==> config.mk <==
export PLATFORM = sky130hd
export DESIGN_NAME = op_track_unit
export DESIGN_NICKNAME = d
export VERILOG_FILES = /design/src/rtl/op_track_pkg.sv /design/src/rtl/op_track_ctrl.sv /design/src/rtl/op_track_dpath.sv /design/src/rtl/op_track_unit.sv
export SDC_FILE = /design/constraint.sdc
export NUM_CORES = 1
export LEC_CHECK = 0
export ABC_AREA = 1
export BUFFER_PORTS_ARGS = -buffer_cell sky130_fd_sc_hd__buf_2
export CORE_ASPECT_RATIO = 1.5
export CORE_UTILIZATION = 39
export DETAILED_ROUTE_END_ITERATION = 10
export PLACE_DENSITY = 0.74
export SYNTH_ARGS = -nofsm -noshare
export SYNTH_HDL_FRONTEND = slang
export SYNTH_SLANG_ARGS = --single-unit
==> constraint.sdc <==
create_clock -name clk -period 4.1 [get_ports clk]
set_input_delay 0.41 -clock clk [delete_from_list [all_inputs] [get_ports clk]]
set_output_delay 0.41 -clock clk [all_outputs]
set_load 0.01 [all_outputs]
==> src/rtl/op_track_pkg.sv <==
package op_track_pkg;
  localparam int MAX_SRC = 3;

  typedef enum logic [2:0] {
    ST_IDLE,
    ST_READ,
    ST_EXEC,
    ST_RESULT,
    ST_WRITE
  } trackState_t;

  // strobes from control to datapath
  typedef struct packed {
    logic               latchIssue;
    logic [MAX_SRC-1:0] capture;
    logic               takeResult;
  } dpStrobe_t;
endpackage

==> src/rtl/op_track_ctrl.sv <==
module op_track_ctrl
  import op_track_pkg::*;
#(
  parameter int NSRC = 3
) (
  input  logic            clk,
  input  logic            rstN,
  input  logic            issueValid,
  input  logic            zeroA,
  input  logic            immValid,
  input  logic [NSRC-1:0] rdMask,
  input  logic [NSRC-1:0] rdGo,
  input  logic            exInReady,
  input  logic            exOutValid,
  input  logic            wrGo,
  output logic            busy,
  output logic [NSRC-1:0] rdRel,
  output logic            exInValid,
  output logic            exOutReady,
  output logic            wrRel,
  output dpStrobe_t       strobe
);
  trackState_t state, stateNext;
  logic [NSRC-1:0] pending, need, grant, remaining;
  logic issueTake;

  always_comb begin
    need    = '1;
    need[0] = ~zeroA;
    need[1] = ~immValid;
  end

  assign issueTake  = (state == ST_IDLE) && issueValid;
  assign rdRel      = (state == ST_READ) ? (pending & ~rdMask) : '0;
  assign grant      = rdRel & rdGo;
  assign remaining  = pending & ~grant & ~rdMask;
  assign exInValid  = (state == ST_EXEC);
  assign exOutReady = (state == ST_RESULT) || ((state == ST_EXEC) && exInReady);
  assign wrRel      = (state == ST_WRITE);
  assign busy       = (state != ST_IDLE);

  always_comb begin
    strobe                      = '0;
    strobe.latchIssue           = issueTake;
    strobe.capture[NSRC-1:0]    = grant;
    strobe.takeResult           = exOutReady && exOutValid;
  end

  always_comb begin
    stateNext = state;
    unique case (state)
      ST_IDLE:   if (issueValid) stateNext = ST_READ;
      ST_READ:   if (remaining == '0) stateNext = ST_EXEC;
      ST_EXEC:   if (exInReady) stateNext = exOutValid ? ST_WRITE : ST_RESULT;
      ST_RESULT: if (exOutValid) stateNext = ST_WRITE;
      ST_WRITE:  if (wrGo) stateNext = ST_IDLE;
      default:   stateNext = ST_IDLE;
    endcase
  end

  always_ff @(posedge clk) begin
    if (!rstN) begin
      state   <= ST_IDLE;
      pending <= '0;
    end else begin
      state <= stateNext;
      if (issueTake) pending <= need;
      else if (state == ST_READ) pending <= pending & ~grant;
    end
  end
endmodule

==> src/rtl/op_track_dpath.sv <==
module op_track_dpath
  import op_track_pkg::*;
#(
  parameter int WIDTH = 16,
  parameter int NSRC  = 3,
  parameter int OPW   = 7
) (
  input  logic                 clk,
  input  logic                 rstN,
  input  dpStrobe_t            strobe,
  input  logic [OPW-1:0]       opCode,
  input  logic                 invertA,
  input  logic [WIDTH-1:0]     immData,
  input  logic                 immValid,
  input  logic                 maskB,
  input  logic [NSRC*WIDTH-1:0] srcData,
  input  logic [WIDTH-1:0]     exOutData,
  output logic [OPW-1:0]       exOpCode,
  output logic [NSRC*WIDTH-1:0] exSrc,
  output logic [WIDTH-1:0]     resultData
);
  logic [OPW-1:0]   opReg;
  logic             invReg;
  logic [WIDTH-1:0] srcReg [NSRC];
  logic [WIDTH-1:0] resReg;

  always_ff @(posedge clk) begin
    if (!rstN) begin
      opReg  <= '0;
      invReg <= 1'b0;
      resReg <= '0;
    end else begin
      if (strobe.latchIssue) begin
        opReg  <= opCode;
        invReg <= invertA;
      end
      if (strobe.takeResult) resReg <= exOutData;
    end
  end

  for (genvar i = 0; i < NSRC; i++) begin : g_src
    logic [WIDTH-1:0] issueVal;
    if (i == 1) begin : g_imm
      assign issueVal = (immValid && !maskB) ? immData : '0;
    end else begin : g_zero
      assign issueVal = '0;
    end

    always_ff @(posedge clk) begin
      if (!rstN) srcReg[i] <= '0;
      else if (strobe.latchIssue) srcReg[i] <= issueVal;
      else if (strobe.capture[i]) srcReg[i] <= srcData[i*WIDTH +: WIDTH];
    end

    if (i == 0) begin : g_inv
      assign exSrc[i*WIDTH +: WIDTH] = invReg ? ~srcReg[i] : srcReg[i];
    end else begin : g_pass
      assign exSrc[i*WIDTH +: WIDTH] = srcReg[i];
    end
  end

  assign exOpCode   = opReg;
  assign resultData = resReg;
endmodule

==> src/rtl/op_track_unit.sv <==
module op_track_unit
  import op_track_pkg::*;
#(
  parameter int WIDTH = 16,
  parameter int NSRC  = 3,
  parameter int OPW   = 7
) (
  input  logic                  clk,
  input  logic                  rstN,
  input  logic                  issueValid,
  input  logic [OPW-1:0]        opCode,
  input  logic                  invertA,
  input  logic [WIDTH-1:0]      immData,
  input  logic                  immValid,
  input  logic                  zeroA,
  input  logic [NSRC-1:0]       rdMask,
  output logic                  busy,
  output logic [NSRC-1:0]       rdRel,
  input  logic [NSRC-1:0]       rdGo,
  input  logic [NSRC*WIDTH-1:0] srcData,
  output logic [OPW-1:0]        exOpCode,
  output logic [NSRC*WIDTH-1:0] exSrc,
  output logic                  exInValid,
  input  logic                  exInReady,
  input  logic                  exOutValid,
  input  logic [WIDTH-1:0]      exOutData,
  output logic                  exOutReady,
  output logic                  wrRel,
  input  logic                  wrGo,
  output logic [WIDTH-1:0]      resultData
);
  dpStrobe_t strobe;

  op_track_ctrl #(.NSRC(NSRC)) u_ctrl (
    .clk(clk), .rstN(rstN), .issueValid(issueValid), .zeroA(zeroA),
    .immValid(immValid), .rdMask(rdMask), .rdGo(rdGo),
    .exInReady(exInReady), .exOutValid(exOutValid), .wrGo(wrGo),
    .busy(busy), .rdRel(rdRel), .exInValid(exInValid),
    .exOutReady(exOutReady), .wrRel(wrRel), .strobe(strobe)
  );

  op_track_dpath #(.WIDTH(WIDTH), .NSRC(NSRC), .OPW(OPW)) u_dpath (
    .clk(clk), .rstN(rstN), .strobe(strobe), .opCode(opCode),
    .invertA(invertA), .immData(immData), .immValid(immValid),
    .maskB(rdMask[1]), .srcData(srcData), .exOutData(exOutData),
    .exOpCode(exOpCode), .exSrc(exSrc), .resultData(resultData)
  );
endmodule

==> flow_summary.ini <==
[job]
maxCapViolCount = 0

[route]
ant_nets = 0
firstDrtPassIters = 4
dr.first_iter.drc_count = 176
viasPerCell = 4.667
drt_wl_total_microns = 8196
vias = 2996
wl_per_cell_microns = 12.77
drc = 0

[worst_setup_path]
path_cells = nor2_1 -> nand3_2 -> nand2_1 -> inv_1 -> nand2_1
cp_slowest_cell = nand2_1
cpPeakStageDelay_ns = 0.52
startpoint_type = flip-flop
critical_path_class = flip-flop to flip-flop
cp.arrival_ns = 1.95
worst_r2r_path_depth = 5
rr_endpoint = u_dpath.srcReg[1][0]
timing.critical_path.mode_cell = nand2_1
critPathMaxFanout = 16
path_delay_family = simple AND/OR/NAND/NOR gates
crit_buf_inv = 1
crit-reg2reg-launch = u_ctrl.state[0]
end_kind = flip-flop
cp.required_ns = 4.01
r2r_slack_ns = 2.06

[clocking]
path_clk_slew_ns = 0.06
hold_buffers = 0
ctsRootBufferMaster = clkbuf_16
clock_latency_ns = 0.33
ctsResizeCount = 0
cts_tree = yes
clock-sinks = 78
clk_path_buf_depth = 2
htree_levels = 3
cts_buffers = 9
post-cts-setup-buffers = 0

[power]
p_sw_mw = 0.7542
combPwrFrac_pct = 26.0
power_frac_seq_pct = 44.7
sw_frac_of_total_pct = 31.09
peakVddDrop_uv = 228.3
clockPowerShare_pct = 29.3
intPower_mw = 1.671
power_leakage_nw = 2.448
power.density_nw_per_um2 = 524.7

[global_routing]
grt_overflow = 0
grt_max_degree = 25
grt_use_met2_pct = 33.27
use_met1_pct = 20.08
track_usage_pct = 18.25
antenna_found_initial = 0
met3_usage_pct = 3.359
grt_pass1_vias = 2715
grt_pass1_wl_microns = 12600
busiest_layer = met2

[timing]
min_period_ns = 2.036
post-route-period-util_pct = 49.66
fmax_mhz = 491.2
finClkSkew_ns = 0.01040
hold_viol = 0
setup_tns_ns = 0
setup_viol = 0
hold_slack_ns = 0.3069
rsz0062_at_grt = false
slew_headroom_pct = 31.88
maxSlewViolCount = 0
tightest_slew_ns = 1.018

[synthesis]
ys_top_cells_by_area = edfxtp_1 (42%), dfxtp_1 (18%), nor2_1 (8.0%)
async_reset_ff_share_pct = 0
yosysSeqAreaShare_pct = 60.18
synth_cell_type_count = 26
syn-num-nets = 456
synth.most_common_cell = nor2_1
avgSynthCellArea_sq_um = 9.585
synth_top_area_cell = edfxtp_1
syn_inst = 354
synth_edf_count = 48
yosys.area.top_type_share_pct = 42.48
ys_ff_latch = 78
syn_area_sq_um = 3393
yosys_warnings = 0
yosys-top-cells-count = nor2_1 (72), inv_1 (63), edfxtp_1 (48), dfxtp_1 (30), nand3_1 (25)
synth_flop_cell = edfxtp_1

[worst_hold_path]
hold_class = input pin to flip-flop
hp-start = opCode[3]
hold_depth = 2
hold_end = u_dpath.exOpCode[3]

[final_layout]
drive_above_1_share_pct = 39.07
final_cell_area_sq_um = 4623
nFillCells = 808
nNetsFinal = 633
utilization_pct = 54.95
antenna_cells = 0
syn2layout_area_growth_pct = 36.25

[placed_design]
port_buffers = 179
place.detailed.hpwl_microns = 6200
dpl_cell_area_sq_um = 4355
gp_congestion = 0.8158

[floorplanning]
initial_utilization_pct = 40.33
fp.dieW_microns = 78.16
dieArea_sq_um = 9085
die_h_microns = 116.2
num_rows = 41
coreArea_sq_um = 8413
io_pins = 180

[run_status]
status = completed
==> through the flow <==
step / setup slack [ns] / total power, mW / std cells
3_5_place_dp: 1.944 / 1.738 / 627
5_1_grt: 1.947 / 2.565 / 642
3_3_place_gp: 2.067 / 1.717 / 627
4_1_cts: 2.037 / 2.452 / 642
2_1_floorplan: 2.402 / 1.465 / 354
6_report: 2.064 / 2.426 / 642
==> how the worst max path moves through the flow <==
stage	startpoint	end	slack [ns]	depth (start not counted)
CTS	u_ctrl.state[0]	u_dpath.srcReg[1][7]	2.04	5
global placement	rstN	u_dpath.srcReg[1][6]	2.07	5
detailed placement	rstN	u_dpath.srcReg[1][0]	1.94	5
finish	u_ctrl.state[0]	u_dpath.srcReg[1][0]	2.06	5
floorplan	u_ctrl.state[0]	u_dpath.srcReg[0][0]	2.40	6
global route	u_ctrl.state[0]	u_dpath.srcReg[0][0]	1.95	5
==> kinds of logic (layout without fill, tap and decap cells) <==
group / Yosys count / count (layout) / synth area share, %
simple gates: 132 / 132 / 17.85
compound gates: 48 / 48 / 8.407
buf+inv: 80 / 261 / 9.439
flops: 78 / 78 / 60.18
xor+xnor: 16 / 16 / 4.130
==> registers in the layout, summed over array words and instances (netlist names) <==
signal              cells
u_dpath.srcReg         48
u_dpath.resultData     16
u_dpath.exOpCode        7
u_ctrl.pending          3
u_ctrl.state            3
u_dpath.invReg          1
==> cell usage in the layout (no fill, tap or decap), types with 2 or more instances in the layout <==
cell type / synthesis / final
buf_2: 9 / 179
nor2_1: 72 / 72
inv_1: 63 / 63
edfxtp_1: 48 / 48
dfxtp_1: 30 / 30
nand3_1: 25 / 25
o21ai_0: 24 / 24
nand2_1: 21 / 21
xor2_1: 16 / 16
o21ai_1: 10 / 10
clkbuf_16: 0 / 9
a22o_1: 8 / 8
a21oi_1: 5 / 5
nand3_2: 4 / 4
inv_2: 3 / 3
clkinv_2: 1 / 3
nor3_4: 2 / 2
nor3_1: 2 / 2
nor2_2: 2 / 2
clkinvlp_4: 0 / 2
==> worst reg2reg max path, delay by kind of cell (launching register included) <==
kind          cells  cell delay (ns)
buf+inv           1             0.32
flops             1             0.48
simple gates      4             0.83
==> area by class of cell <==
type                    count  area, sq um  share of cell area [%]
clock buffers              11        242.7                   5.250
clock inverters             4        25.02                  0.5413
inverters                  67        252.7                   5.467
multi-input cells         196         1031                   22.30
flip-flops and latches     78         2042                   44.17
well taps                 107        133.9                   2.896
repair buffers            179        895.9                   19.38
==> per-layer routing <==
metal,up-vias,wire length [microns]
met5,-,0
met3,17,536
li1,1489,-
met4,0,216
met1,1366,3043
met2,124,4401
==> power groups by stage <==
stage	clock (mW)	sequential [mW]	combinational [mW]
floorplan	0	1.13	0.334
global placement	0	1.09	0.622
detailed placement	0	1.10	0.636
CTS	0.727	1.09	0.639
global route	0.759	1.10	0.705
finish	0.711	1.08	0.631
(Power assumes the default switching activity.)
